--- src/rtl/sc_pkg.sv ---
package sc_pkg;
  localparam int CFG_OFF   = 'h00;
  localparam int LSEL_OFF  = 'h08;
  localparam int BRK_OFF   = 'h18;

  localparam int ALIAS_LSB = 0;
  localparam int DMA_LSB   = 4;
  localparam int ENV_LSB   = 12;

  typedef enum logic [1:0] {
    ALIAS_MAIN  = 2'd0,
    ALIAS_SYS   = 2'd1,
    ALIAS_SRAM  = 2'd2,
    ALIAS_SPARE = 2'd3
  } alias_code_e;

  typedef enum logic [1:0] {
    ENV_TIMER = 2'd0,
    ENV_UART1 = 2'd1,
    ENV_UART2 = 2'd2,
    ENV_NONE  = 2'd3
  } env_code_e;
endpackage

--- src/rtl/sc_cfg_reg.sv ---
module sc_cfg_reg
  import sc_pkg::*;
#(
  parameter int DMA_W  = 5,
  parameter int DATA_W = 32
) (
  input  logic              clk,
  input  logic              sys_rst_n,
  input  logic              periph_rst_n,
  input  logic              bus_rst_n,
  input  logic              wr_en,
  input  logic [1:0]        wd_alias,
  input  logic [DMA_W-1:0]  wd_dma,
  input  logic [1:0]        wd_env,
  input  logic [1:0]        boot_mode,
  output logic [DATA_W-1:0] rd_word,
  output logic [2:0]        mem_alias,
  output logic [DMA_W-1:0]  dma_remap,
  output logic [2:0]        env_sel
);
  logic [1:0]       alias_q, alias_d;
  logic             boot_pend_q;
  logic             alias_en;
  logic [DMA_W-1:0] dma_q, dma_d;
  logic [1:0]       env_q, env_d;

  // alias: system-reset domain, boot value captured on first clock
  always_comb begin
    alias_en = boot_pend_q | wr_en;
    alias_d  = alias_q;
    if (boot_pend_q) alias_d = boot_mode;
    else if (wr_en)  alias_d = wd_alias;
  end

  always_ff @(posedge clk or negedge sys_rst_n) begin
    if (!sys_rst_n) begin
      alias_q     <= '0;
      boot_pend_q <= 1'b1;
    end else begin
      boot_pend_q <= 1'b0;
      if (alias_en) alias_q <= alias_d;
    end
  end

  // steering fields: peripheral-reset domain
  always_comb begin
    dma_d = dma_q;
    env_d = env_q;
    if (wr_en) begin
      dma_d = wd_dma;
      env_d = wd_env;
    end
  end

  always_ff @(posedge clk or negedge periph_rst_n) begin
    if (!periph_rst_n) begin
      dma_q <= '0;
      env_q <= '0;
    end else if (wr_en) begin
      dma_q <= dma_d;
      env_q <= env_d;
    end
  end

  always_comb begin
    rd_word = '0;
    rd_word[ALIAS_LSB +: 2]   = alias_q;
    rd_word[DMA_LSB +: DMA_W] = dma_q;
    rd_word[ENV_LSB +: 2]     = env_q;
  end

  always_comb begin
    case (alias_code_e'(alias_q))
      ALIAS_SYS:  mem_alias = 3'b010;
      ALIAS_SRAM: mem_alias = 3'b100;
      default:    mem_alias = 3'b001;
    endcase
    case (env_code_e'(env_q))
      ENV_TIMER: env_sel = 3'b001;
      ENV_UART1: env_sel = 3'b010;
      ENV_UART2: env_sel = 3'b100;
      default:   env_sel = 3'b000;
    endcase
  end

  assign dma_remap = dma_q;

  // alias untouched across a bus reset
  a_r2_alias_hold: assert property (@(posedge clk) disable iff (!sys_rst_n)
    ($past(!bus_rst_n) && !$past(boot_pend_q)) |-> $stable(alias_q));

  // bus reset leaves steering fields cleared
  a_r3_bus_clear: assert property (@(posedge clk) disable iff (!sys_rst_n)
    !bus_rst_n |-> (dma_remap == '0 && env_sel == 3'b001));

  // spare envelope code drives nothing
  a_r10_env_spare: assert property (@(posedge clk) disable iff (!periph_rst_n)
    (rd_word[ENV_LSB +: 2] == 2'd3) |-> (env_sel == 3'b000));
endmodule

--- src/rtl/sc_line_mux.sv ---
module sc_line_mux #(
  parameter int LINES     = 16,
  parameter int PORTS     = 6,
  parameter int PINS      = 16,
  parameter int LAST_PINS = 11,
  parameter int FIELD_W   = 4,
  parameter int PER_REG   = 4,
  parameter int DATA_W    = 32,
  localparam int REGS     = LINES / PER_REG,
  localparam int IDX_W    = (REGS > 1) ? $clog2(REGS) : 1,
  localparam int PIN_IW   = $clog2(PORTS * PINS),
  localparam int USED_W   = PER_REG * FIELD_W
) (
  input  logic                  clk,
  input  logic                  periph_rst_n,
  input  logic                  wr_en,
  input  logic [IDX_W-1:0]      idx,
  input  logic [USED_W-1:0]     wd,
  input  logic [PORTS*PINS-1:0] pins,
  output logic [DATA_W-1:0]     rd_word,
  output logic [LINES-1:0]      line_out
);
  logic [FIELD_W-1:0] sel_q [LINES];
  logic [FIELD_W-1:0] sel_d [LINES];
  logic [REGS-1:0]    reg_en;

  always_comb begin
    for (int r = 0; r < REGS; r++) reg_en[r] = wr_en && (int'(idx) == r);
    for (int n = 0; n < LINES; n++) begin
      sel_d[n] = sel_q[n];
      if (reg_en[n / PER_REG]) sel_d[n] = wd[(n % PER_REG)*FIELD_W +: FIELD_W];
    end
  end

  for (genvar n = 0; n < LINES; n++) begin : g_sel
    always_ff @(posedge clk or negedge periph_rst_n) begin
      if (!periph_rst_n)            sel_q[n] <= '0;
      else if (reg_en[n / PER_REG]) sel_q[n] <= sel_d[n];
    end
  end

  always_comb begin
    rd_word = '0;
    for (int j = 0; j < PER_REG; j++)
      rd_word[j*FIELD_W +: FIELD_W] = sel_q[int'(idx)*PER_REG + j];
  end

  for (genvar n = 0; n < LINES; n++) begin : g_line
    logic              bit_v;
    logic [PIN_IW-1:0] pin_idx;
    assign pin_idx = PIN_IW'(sel_q[n]) * PIN_IW'(PINS) + PIN_IW'(n);
    always_comb begin
      bit_v = 1'b0;
      if (int'(sel_q[n]) < PORTS) begin
        if (!(int'(sel_q[n]) == PORTS-1 && n >= LAST_PINS)) bit_v = pins[pin_idx];
      end
    end
    assign line_out[n] = bit_v;

    if (n >= LAST_PINS) begin : g_short
      // last port has no pin here
      a_r7_last_port_idle: assert property (@(posedge clk) disable iff (!periph_rst_n)
        (sel_q[n] == FIELD_W'(PORTS-1)) |-> !line_out[n]);
    end
  end
endmodule

--- src/rtl/sc_break_ctl.sv ---
module sc_break_ctl #(
  parameter int SRC_W = 3
) (
  input  logic             clk,
  input  logic             sys_rst_n,
  input  logic             wr_en,
  input  logic [SRC_W-1:0] wd,
  input  logic [SRC_W-1:0] brk_src,
  output logic [SRC_W-1:0] en_q,
  output logic             timer_break
);
  logic [SRC_W-1:0] en_d;
  logic             brk_d, brk_q;

  always_comb begin
    en_d  = en_q;
    if (wr_en) en_d = en_q | wd;
    brk_d = |(brk_src & en_q);
  end

  always_ff @(posedge clk or negedge sys_rst_n) begin
    if (!sys_rst_n) begin
      en_q  <= '0;
      brk_q <= 1'b0;
    end else begin
      if (wr_en) en_q <= en_d;
      brk_q <= brk_d;
    end
  end

  assign timer_break = brk_q;

  // an enable once set stays set until system reset
  a_r8_sticky: assert property (@(posedge clk) disable iff (!sys_rst_n)
    1'b1 |=> ((en_q & $past(en_q)) == $past(en_q)));

  // no stored enable, no break next cycle
  a_r9_no_enable: assert property (@(posedge clk) disable iff (!sys_rst_n)
    (en_q == '0) |=> !timer_break);
endmodule

--- src/rtl/sysconf_ctrl.sv ---
module sysconf_ctrl
  import sc_pkg::*;
#(
  parameter int ADDR_W    = 8,
  parameter int DATA_W    = 32,
  parameter int LINES     = 16,
  parameter int PORTS     = 6,
  parameter int PINS      = 16,
  parameter int LAST_PINS = 11,
  parameter int DMA_W     = 5,
  parameter int SRC_W     = 3
) (
  input  logic                  clk,
  input  logic                  sys_rst_n,
  input  logic                  bus_rst_n,
  input  logic                  reg_sel,
  input  logic                  reg_wr,
  input  logic [ADDR_W-1:0]     reg_addr,
  input  logic [DATA_W-1:0]     reg_wdata,
  output logic [DATA_W-1:0]     reg_rdata,
  input  logic [1:0]            boot_mode,
  input  logic [PORTS*PINS-1:0] gpio_pins,
  input  logic [SRC_W-1:0]      brk_src,
  output logic [LINES-1:0]      line_out,
  output logic [DMA_W-1:0]      dma_remap,
  output logic [2:0]            mem_alias,
  output logic [2:0]            env_sel,
  output logic                  timer_break
);
  localparam int FIELD_W = 4;
  localparam int PER_REG = 4;
  localparam int REGS    = LINES / PER_REG;
  localparam int IDX_W   = (REGS > 1) ? $clog2(REGS) : 1;
  localparam int USED_W  = PER_REG * FIELD_W;

  logic              periph_rst_n;
  logic              wr_ok;
  logic              hit_cfg, hit_lsel, hit_brk, hit_any;
  logic [ADDR_W-1:0] lsel_off;
  logic [IDX_W-1:0]  lsel_idx;
  logic [DATA_W-1:0] cfg_rd, lsel_rd;
  logic [SRC_W-1:0]  brk_en;
  logic              unused_ok;

  assign periph_rst_n = sys_rst_n & bus_rst_n;
  assign wr_ok        = reg_sel & reg_wr & bus_rst_n;

  always_comb begin
    lsel_off = reg_addr - ADDR_W'(LSEL_OFF);
    lsel_idx = lsel_off[2 +: IDX_W];
    hit_cfg  = (reg_addr == ADDR_W'(CFG_OFF));
    hit_brk  = (reg_addr == ADDR_W'(BRK_OFF));
    hit_lsel = (reg_addr >= ADDR_W'(LSEL_OFF)) &&
               (int'(lsel_off) < REGS*4) && (lsel_off[1:0] == 2'b00);
    hit_any  = hit_cfg | hit_lsel | hit_brk;
  end

  sc_cfg_reg #(.DMA_W(DMA_W), .DATA_W(DATA_W)) u_cfg (
    .clk          (clk),
    .sys_rst_n    (sys_rst_n),
    .periph_rst_n (periph_rst_n),
    .bus_rst_n    (bus_rst_n),
    .wr_en        (wr_ok & hit_cfg),
    .wd_alias     (reg_wdata[ALIAS_LSB +: 2]),
    .wd_dma       (reg_wdata[DMA_LSB +: DMA_W]),
    .wd_env       (reg_wdata[ENV_LSB +: 2]),
    .boot_mode    (boot_mode),
    .rd_word      (cfg_rd),
    .mem_alias    (mem_alias),
    .dma_remap    (dma_remap),
    .env_sel      (env_sel)
  );

  sc_line_mux #(
    .LINES(LINES), .PORTS(PORTS), .PINS(PINS), .LAST_PINS(LAST_PINS),
    .FIELD_W(FIELD_W), .PER_REG(PER_REG), .DATA_W(DATA_W)
  ) u_lines (
    .clk          (clk),
    .periph_rst_n (periph_rst_n),
    .wr_en        (wr_ok & hit_lsel),
    .idx          (lsel_idx),
    .wd           (reg_wdata[USED_W-1:0]),
    .pins         (gpio_pins),
    .rd_word      (lsel_rd),
    .line_out     (line_out)
  );

  sc_break_ctl #(.SRC_W(SRC_W)) u_brk (
    .clk         (clk),
    .sys_rst_n   (sys_rst_n),
    .wr_en       (wr_ok & hit_brk),
    .wd          (reg_wdata[SRC_W-1:0]),
    .brk_src     (brk_src),
    .en_q        (brk_en),
    .timer_break (timer_break)
  );

  always_comb begin
    reg_rdata = '0;
    if (reg_sel) begin
      if (hit_cfg)       reg_rdata = cfg_rd;
      else if (hit_lsel) reg_rdata = lsel_rd;
      else if (hit_brk)  reg_rdata[SRC_W-1:0] = brk_en;
    end
  end

  assign unused_ok = ^{reg_wdata, lsel_off};

  // unmapped address reads zero
  a_r11_unmapped_zero: assert property (@(posedge clk) disable iff (!sys_rst_n)
    (reg_sel && !hit_any) |-> (reg_rdata == '0));
endmodule

--- config.mk ---
export PLATFORM = sky130hd
export DESIGN_NAME = sysconf_ctrl
export DESIGN_NICKNAME = d
export VERILOG_FILES = /design/src/rtl/sc_pkg.sv /design/src/rtl/sc_cfg_reg.sv /design/src/rtl/sc_line_mux.sv /design/src/rtl/sc_break_ctl.sv /design/src/rtl/sysconf_ctrl.sv
export SDC_FILE = /design/constraint.sdc
export NUM_CORES = 1
export LEC_CHECK = 0
export BUFFER_PORTS_ARGS = -buffer_cell sky130_fd_sc_hd__buf_2
export CAP_MARGIN = 30
export CORE_ASPECT_RATIO = 0.75
export CORE_MARGIN = 1.5
export CORE_UTILIZATION = 53
export CTS_BUF_LIST = sky130_fd_sc_hd__clkbuf_16
export DETAILED_ROUTE_END_ITERATION = 10
export GPL_TIMING_DRIVEN = 0
export PLACE_DENSITY_LB_ADDON = 0.08
export SLEW_MARGIN = 10
export SYNTH_ARGS = -nofsm -noshare
export SYNTH_HDL_FRONTEND = slang
export SYNTH_SLANG_ARGS = --single-unit
--- constraint.sdc ---
create_clock -name clk -period 5.1 [get_ports clk]
set_input_delay 0.255 -clock clk [delete_from_list [all_inputs] [get_ports clk]]
set_output_delay 0.255 -clock clk [all_outputs]
set_load 0.1 [all_outputs]
* After elaboration in Yosys (flattened, before gate mapping)
Index checks and enable logic that the tools add are counted.
** Word-level totals
- Input bits :: 146
- ROM bits :: 0
- Memories :: 0
- Latch bits :: 0
- Output and inout bits :: 60
- Register bits :: 78
- Word-level logic and storage cells :: 192
- Bits in writable memories :: 0
** Operators by class
- Bitwise operators :: 13
- Reductions and logical operators :: 13
- $lt $le $gt $ge :: 38
- Multipliers :: 0
- Eq/ne operators :: 13
- Shift-type cells :: 0
- Multiplexer cells :: 74
- Div/mod/pow operators :: 0
- $add $sub $neg :: 19
** Operators by type and width (count)
- greater-or-equal comparator 32 x 5 -> 1 bit (second input constant) :: 4
- < comparator 7 x 8 -> 1 bit (second input constant) :: 16
- binary-select mux 1 bit (select 7 bit) :: 15
- NOT 32 bit :: 3
- binary-select mux 4 bit (select 4 bit) :: 4
- < comparator 4 x 3 -> 1 bit (second input constant) :: 16
- adder 7 x 4 -> 7 bit (second input constant) :: 8
- 2-to-1 mux 1 bit :: 37
- 2-to-1 mux 16 bit :: 2
- 2-to-1 mux 4 bit :: 8
- NOT 4 -> 32 bit :: 1
- adder 7 x 3 -> 7 bit (second input constant) :: 4
- == test 4 bit (second input constant) :: 5
- adder 7 x 2 -> 7 bit (second input constant) :: 2
- 2-to-1 mux 13 bit :: 1
- adder 4 x 2 -> 5 bit (second input constant) :: 2
- one-hot mux 3 bit (3 select lines) :: 1
- == test 2 bit (second input constant) :: 4
- == test 8 x 5 -> 1 bit (second input constant) :: 1
- greater-or-equal comparator 8 x 4 -> 1 bit (second input constant) :: 1
- logical NOT 8 bit :: 1
- < comparator 8 x 5 -> 1 bit (second input constant) :: 1
- subtractor 8 x 4 -> 8 bit (second input constant) :: 1
- adder 7 x 1 -> 7 bit (second input constant) :: 1
- 15 further kinds :: 31

* Longest topological paths before layout
Gate-level depths: netlist of the first run.
- Depth after elaboration :: 9
- Gate-level depth with buffers :: 9
- Depth with buffers taken out :: 6

* Modules after synthesis
Synthesis of the first run repeated with hierarchy kept, for this count alone.
** Second synthesis, totals
- Cell total of the unflattened synthesis :: 455
- Area total of the unflattened synthesis :: 5455.2 um^2
** Modules (own cells, without submodules)
- sc_line_mux :: times used 1, area an instance 3903.7 um^2, sequential area each 1601.5 um^2, cells an instance 276
- sysconf_ctrl :: times used 1, area an instance 747.0 um^2, sequential area each 0.0 um^2, cells an instance 110
- sc_cfg_reg :: times used 1, area an instance 668.1 um^2, sequential area each 251.5 um^2, cells an instance 60
- sc_break_ctl :: times used 1, area an instance 136.4 um^2, sequential area each 100.1 um^2, cells an instance 9

* Worst setup path before layout of the first run
Ideal clock, no wire load.
- Path type :: input port to output port
- Start :: input reg_addr[3]
- End :: output reg_rdata[0]
- Required time :: 4845 ps
- Setup slack :: 993 ps
- Buffers on the path :: 2
- Cell stages on the path :: 8
- Data arrival time :: 3852 ps
- Path through :: buf_2 inv_1 ha_1 and2_1 a21oi_2 clkbuf_1 nor3_1 a211oi_1
** On the way
- Cells in the longest elaborated chain, start to end :: 8
- Elaborated cells between the ends (all ways) :: 15
- Those cells by class :: 1 x add/sub; 2 x order compare; 1 x eq/ne; 7 x mux; 1 x bitwise; 3 x reduce/logical
** Ends and longest elaborated chain
- start: declaration :: line sysconf_ctrl.sv:18 : input logic [ADDR_W-1:0] reg_addr,
- subtractor 8 x 4 -> 8 bit :: line sysconf_ctrl.sv:49 : lsel_off = reg_addr - ADDR_W'(LSEL_OFF);
- NOT 4 -> 32 bit (not written as such) :: line sc_line_mux.sv:45 : rd_word[j*FIELD_W +: FIELD_W] = sel_q[int'(idx)*PER_REG + j];
- binary-select mux 4 bit (select 4 bit) :: line sc_line_mux.sv:45
- 2-to-1 mux 4 bit (not written as such) (2 in a row) :: line sc_line_mux.sv:45
- 2-to-1 mux 3 bit :: line sysconf_ctrl.sv:102 : else if (hit_lsel) reg_rdata = lsel_rd;
- 2-to-1 mux 16 bit (*) :: line sysconf_ctrl.sv:101 : if (hit_cfg) reg_rdata = cfg_rd;
- 2-to-1 mux 16 bit (*) :: line sysconf_ctrl.sv:100 : if (reg_sel) begin
- end: declaration :: line sysconf_ctrl.sv:20 : output logic [DATA_W-1:0] reg_rdata,
Every way passes the cells marked *; elsewhere a longest branch is shown, timed or not. The select of a mux whose other input is x is not followed.

* Worst setup path after layout of the first run
- Start :: input reg_addr[3]
- End :: output reg_rdata[1]
The elaborated chain is that of the path after synthesis.

==> results.yml, run 1 <==
sta:
  rsz0062_at_grt: "no"
  relSlewSlack_pct: 43.4
  period_needed_ns: 3.24
  worstMarginPinSlew_ns: 0.843
  final_max_slew_viol_count: 0
  period_share_pct: 63.6
  hold_violations: 0
  fin_hold_ws_ns: 0.140
  setup_viol: 0
  clock.fmax_mhz: 308
  fin_setup_tns_ns: 0
  skew_ns: 0.00308
  setup_ws_ns: 1.86
route:
  remaining_drc_errors: 0
  vias: 3831
  routedWlPerCell_um: 18.0
  ant_nets: 0
  drt-initial-drc-count: 169
  firstDrtPassIters: 4
  via_per_inst: 5.39
  wirelength_um: 12800
critical_path:
  crit_required_ns: 4.85
  reg2reg_from: "u_brk.en_q[0]$_DFFE_PN0P_"
  slowest_stage: "clkbuf_1"
  crit_start: "reg_addr[3]"
  end_kind: "output pin"
  crit_top_cell: "buf_2"
  startpoint_type: "input pin"
  crit_arrival_ns: 2.99
  crit_family: "buffers and inverters"
  setup.worst_path.class: "in -> out"
  cp_num_buf_inv: 5
  critPathMaxStageDelay_ns: 0.50
  crit_path_max_fanout: 10
  worstPathCellList: "buf_2 -> buf_2 -> inv_1 -> ha_1 -> and2_1 -> a21oi_2 -> clkbuf_1 -> nor3_1 -> a211oi_1 -> buf_2"
clock_tree:
  post_cts_buffers: 0
  cts_buffers: 9
  cts_max_path_buffers: 2
  cts.sinks: 78
  clk-insertion-delay-late_ns: 0.33
  clk_pin_slew_worst_paths_ns: 0.06
  cts_root_buf: "clkbuf_16"
  cts_tree: "built"
  h-tree-depth: 3
yosys:
  synthArstFlopShare_pct: 100
  ys_seq_area_share_pct: 39.7
  synth_area_um2: 4920
  syn_inst: 379
  yosys-top-cells-count: "dfrtp_1, mux2_2, buf_4"
  synth_flop_cell: "dfrtp_1"
  synth_area_leaders: "dfrtp_1, mux4_2, mux2_2, mux2i_1, buf_4"
  ys_warn_count: 0
  syn_avg_cell_area_um2: 13.0
  ys_types: 41
  synth_top_area_share_pct: 39.1
  synth_edf_count: 0
  ys_ff_latch: 78
  yosys.area.top_type: "dfrtp_1"
  synth_most_common_cell: "dfrtp_1"
die:
  die_h_um: 86.5
  die_area_um2: 9880
  die_x_um: 114
  start_util_pct: 54.4
  io_pins: 206
  core_um2: 9050
  rows: 30
worst_hold_path:
  holdCritStartpoint: "brk_src[2]"
  hold_class: "in -> reg"
place:
  place.gp.congestion: 0.813
  dpl.hpwl_um: 9760
  io_buffer_count: 168
  dp_cells: 693
  pre_cts_slack_ns: 1.89
  placed_area_um2: 6020
flow_run:
  max_cap_viol_count: 0
power:
  p_leak_nw: 3.22
  p_per_area_nw_per_um2: 245
  totalPowerFinal_mw: 1.54
  ir_drop_v: 0.000171
outcome:
  status: "finished, final reports clean"
global_route:
  gr-usage-all-layers_pct: 26.7
  grt_pass1_vias: 3818
  grt_overflow: 0
  antenna_found_initial: 0
  grt_max_degree: 64
  grt_pass1_wl_um: 19800
final_layout:
  antennaDiodeCount: 0
  area_growth_syn_to_layout_pct: 28.1
  layout.nets: 727
  instances_no_fill: 711
  fin_util_pct: 69.7
  drive_gt1_share_pct: 58.5
  fin_area_um2: 6310
[worst min-delay path: stages]
cell      delay (ns)
buf_2           0.08
a222oi_1        0.05
inv_1           0.05
[final cells by class]
type,count,area [um2]
Fill cell,672,2740
Multi-Input combinational cell,263,2680
Sequential cell,78,1950
Timing Repair Buffer,172,893
Buffer,49,338
Clock buffer,9,225
Tap cell,128,160
Clock inverter,7,42.5
Inverter,5,18.8
[kinds of logic (layout without fill, tap and decap cells)]
logic type	Yosys count	count (layout)	share of synthesized area (%)
multiplexers	132	132	37.5
AND/OR/NAND/NOR	88	88	11.1
flip-flops	78	78	39.7
buffers and inverters	54	242	7.24
AO/OA/AOI/OAI	23	23	3.66
adder cells (fa/ha/maj)	3	3	0.762
other	1	17	0.0762
[layout by cell type, fill, tap and decap left out, drive strengths merged, types with 2 or more instances in the layout]
master	Yosys	routed
a211oi	2	2
a21o	3	3
a21oi	3	3
and2	9	9
and3	6	6
buf	46	216
clkbuf	3	12
clkinv	0	5
conb	1	17
dfrtp	77	77
dlygate4sd3	0	2
ha	3	3
inv	5	6
mux2	71	71
mux2i	29	29
mux4	32	32
nand2	5	5
nand3	3	3
nor2	31	31
nor2b	3	3
nor3	6	6
nor3b	13	13
nor4	3	3
o211a	2	2
o21a	7	7
o21ai	4	4
or3	4	4
or4	3	3
[registers in the layout, indices dropped and copies added (netlist names)]
signal             count
u_brk.en_q             3
u_brk.timer_break      1
u_cfg.alias_q          2
u_cfg.boot_pend_q      1
u_cfg.dma_remap        5
u_cfg.env_q            2
u_lines.sel_q         64
[final timing paths]
path | to | slack [ns] | depth (start not counted)
worst max-delay path | reg_rdata[1] | 1.86 | 10
worst min-delay path | u_brk.timer_break$_DFF_PN0_ | 0.14 | 3
worst max register to register | u_brk.timer_break$_DFF_PN0_ | 4.21 | 2
worst min register to register | u_brk.en_q[1]$_DFFE_PN0P_ | 0.50 | 1
max in group asynchronous | u_lines.sel_q[46]$_DFFE_PN0P_ | 3.97 | 4
min in group asynchronous | u_brk.en_q[2]$_DFFE_PN0P_ | 0.30 | 2
[timing repair]
item                       CTS  global route
hold endpoints to repair    15             0
hold buffers                 2             0
resized for setup            0             0
setup endpoints to repair    0             0
[per-layer routing]
| metal | global-route usage [%] | up-vias | routed length (um) | part of all wire (%) |
|---|---|---|---|---|
| li1 | - | 1766 | - | - |
| met1 | 37.3 | 1899 | 5610 | 44 |
| met2 | 42.9 | 158 | 6120 | 48 |
| met3 | 6.08 | 8 | 992 | 7.7 |
| met4 | 6.59 | 0 | 103 | 0.80 |
| met5 | 0 | - | 0 | 0 |
[power by group]
part	leakage [nW]	switching [mW]	internal, mW	total (mW)
clock	0.134	0.252	0.326	0.578
sequential	1.07	0.0130	0.631	0.644
combinational	2.02	0.216	0.106	0.322
No activity file was read; power rests on OpenSTA's default activity.
==> inputs of run 2 (changes only) <==
Settings changed: CORE_UTILIZATION 53 to 44.
Clock period 5.1 ns to 2.6 ns, I/O delays scaled along.
==> run 2 against run 1 <==
Via count down 1.1%. Total power up 110%. Worst hold slack worse by 0.13 ns. Non-clock buffer count unchanged. Critical path type unchanged.
==> results.yml, run 2 (same netlist as run 1, synthesis figures left out) <==
outcome:
  status: "finished, final reports clean"
die:
  core_um2: 10900
  io_pins: 206
  start_util_pct: 45.2
  rows: 33
  die_h_um: 94.6
  die_area_um2: 11800
  die_x_um: 125
final_layout:
  fillers: 945
  drive_gt1_share_pct: 59.3
  antennaDiodeCount: 0
  mostFrequentLayoutCells: "buf_2, dfrtp_1, mux2_2, buf_4, mux4_2"
  instances_no_fill: 723
  multi_input_area_um2: 2710
  seq_area_um2: 1950
  layout.nets: 727
  top_register: "u_lines.sel_q"
  area_growth_syn_to_layout_pct: 30.4
  largest_reg_flops: 64
  layout_commonest_cell: "buf_2"
place:
  dp_cells: 705
  dpl.hpwl_um: 10200
  io_buffer_count: 168
  pre_cts_slack_ns: -0.363
  place.gp.congestion: 0.808
sta:
  setup_ws_ns: 0.117
  clock.fmax_mhz: 403
  period_share_pct: 95.5
  final_max_slew_viol_count: 0
  setup_viol: 0
  period_needed_ns: 2.48
  worstMarginPinSlew_ns: 0.842
  hold_violations: 0
  skew_ns: 0.00231
  rsz0062_at_grt: "no"
  relSlewSlack_pct: 43.5
route:
  via_per_inst: 5.24
  remaining_drc_errors: 0
  routedWlPerCell_um: 18.4
  firstDrtPassIters: 5
  wirelength_um: 13300
  vias: 3787
  ant_nets: 0
  drt-initial-drc-count: 163
power:
  p_per_area_nw_per_um2: 508
  ir_drop_v: 0.000346
  p_leak_nw: 3.25
clock_tree:
  cts_max_path_buffers: 2
  cts_buffers: 9
  cts_root_buf: "clkbuf_16"
  clk_pin_slew_worst_paths_ns: 0.06
  clk-insertion-delay-late_ns: 0.34
  cts_tree: "built"
  h-tree-depth: 3
  cts.sinks: 78
  post_cts_buffers: 0
global_route:
  grt_overflow: 0
  grt_pass1_wl_um: 21000
  grt_pass1_vias: 3859
  gr-usage-all-layers_pct: 23.3
  antenna_found_initial: 0
  grt_max_degree: 45
critical_path:
  crit_arrival_ns: 2.35
  slowest_stage: "buf_2"
  reg2reg_from: "u_brk.en_q[1]$_DFFE_PN0P_"
  worstPathCellList: "buf_2 -> clkbuf_4 -> inv_1 -> ha_1 -> nand3_4 -> clkbuf_1 -> nor3b_1 -> o211a_1 -> buf_2"
  startpoint_type: "input pin"
  end_kind: "output pin"
  worstRegToRegCells: 2
  crit_required_ns: 2.47
  critPathMaxStageDelay_ns: 0.43
  setup.worst_path.class: "in -> out"
  worst-r2r-setup-slack_ns: 1.69
  crit_path_max_fanout: 10
  crit_top_cell: "buf_2"
  worstReg2RegEnd: "u_brk.timer_break$_DFF_PN0_"
worst_hold_path:
  holdPathEnd: "u_cfg.alias_q[0]$_DFFE_PN0P_"
  hold_class: "in -> reg"
  holdCritStartpoint: "boot_mode[0]"
  min_path_cells: 3
flow_run:
  max_cap_viol_count: 0
## run 2: changes by cell type in the layout (fill, tap and decap cells not counted), sizes merged
cell    previous run  this run
bufinv             0         2
buf              216       215
clkbuf            12        13
clkinv             5         4
inv                6         5
## run 2: layout make-up
type	instances	share of cell area, %
Clock inverter	7	1.54
Multi-Input combinational cell	263	42.2
Tap cell	140	2.73
Inverter	5	0.292
Sequential cell	78	30.4
Clock buffer	9	3.51
Buffer	49	5.32
Timing Repair Buffer	172	14.0
## run 2: critical path, delay by kind of cell
kind,cells,cell delay (ns)
fa+ha+maj,1,0.33
simple gates,2,0.41
buf+inv,5,1.27
compound gates,1,0.21
## run 2: what timing repair did
| item | in CTS | in global routing |
|---|---|---|
| endpoints found under the hold margin | 34 | 0 |
| setup endpoints to repair | 10 | 22 |
| resized for setup | 4 | 1 |
| hold buffers | 2 | 0 |
## run 2: how the worst max path moves through the flow
stage | startpoint | cells after the start | slack [ns] | end
floorplan | reg_addr[3] | 8 | 0.10 | reg_rdata[0]
global placement | sys_rst_n | 2 | -0.94 | u_lines.sel_q[58]$_DFFE_PN0P_
detailed placement | reg_addr[3] | 10 | -0.36 | reg_rdata[1]
CTS | reg_addr[3] | 9 | 0.03 | reg_rdata[2]
global route | reg_addr[3] | 10 | 0.001 | reg_rdata[0]
finish | reg_addr[3] | 9 | 0.12 | reg_rdata[2]
## run 2: routing by layer
layer  vias to the layer above  GRT usage (%)  wire [um]
met4                         0           6.72        117
li1                       1761              -          -
met1                      1871           32.2       6070
met5                         -              0          0
met2                       145           37.2       6170
met3                        10           5.38        934
## run 2: per-stage QoR
| stage | hold WS, ns | setup TNS (ns) | instance area [um2] | total power, mW | utilization [%] |
|---|---|---|---|---|---|
| 3_3_place_gp | -0.0251 | -73.13 | 6020 | 1.90 | 55.3 |
| 2_1_floorplan | -0.166 | 0 | 5010 | 1.74 | - |
| 4_1_cts | 0.00728 | 0 | 6420 | 3.27 | 58.9 |
| 3_5_place_dp | -0.0200 | -7.90 | 6060 | 1.92 | 55.6 |
| 6_report | 0.00862 | 0 | 6420 | 3.26 | 58.9 |
| 5_1_grt | 0.0162 | 0 | 6420 | 3.36 | 58.9 |
## run 2: report_power, final
group          switching [mW]  internal, mW  total (mW)  leakage [nW]
clock                   0.518         0.843        1.36         0.156
sequential             0.0258          1.24        1.26          1.07
combinational           0.426         0.209       0.635          2.03
total                   0.969          2.29        3.26          3.25
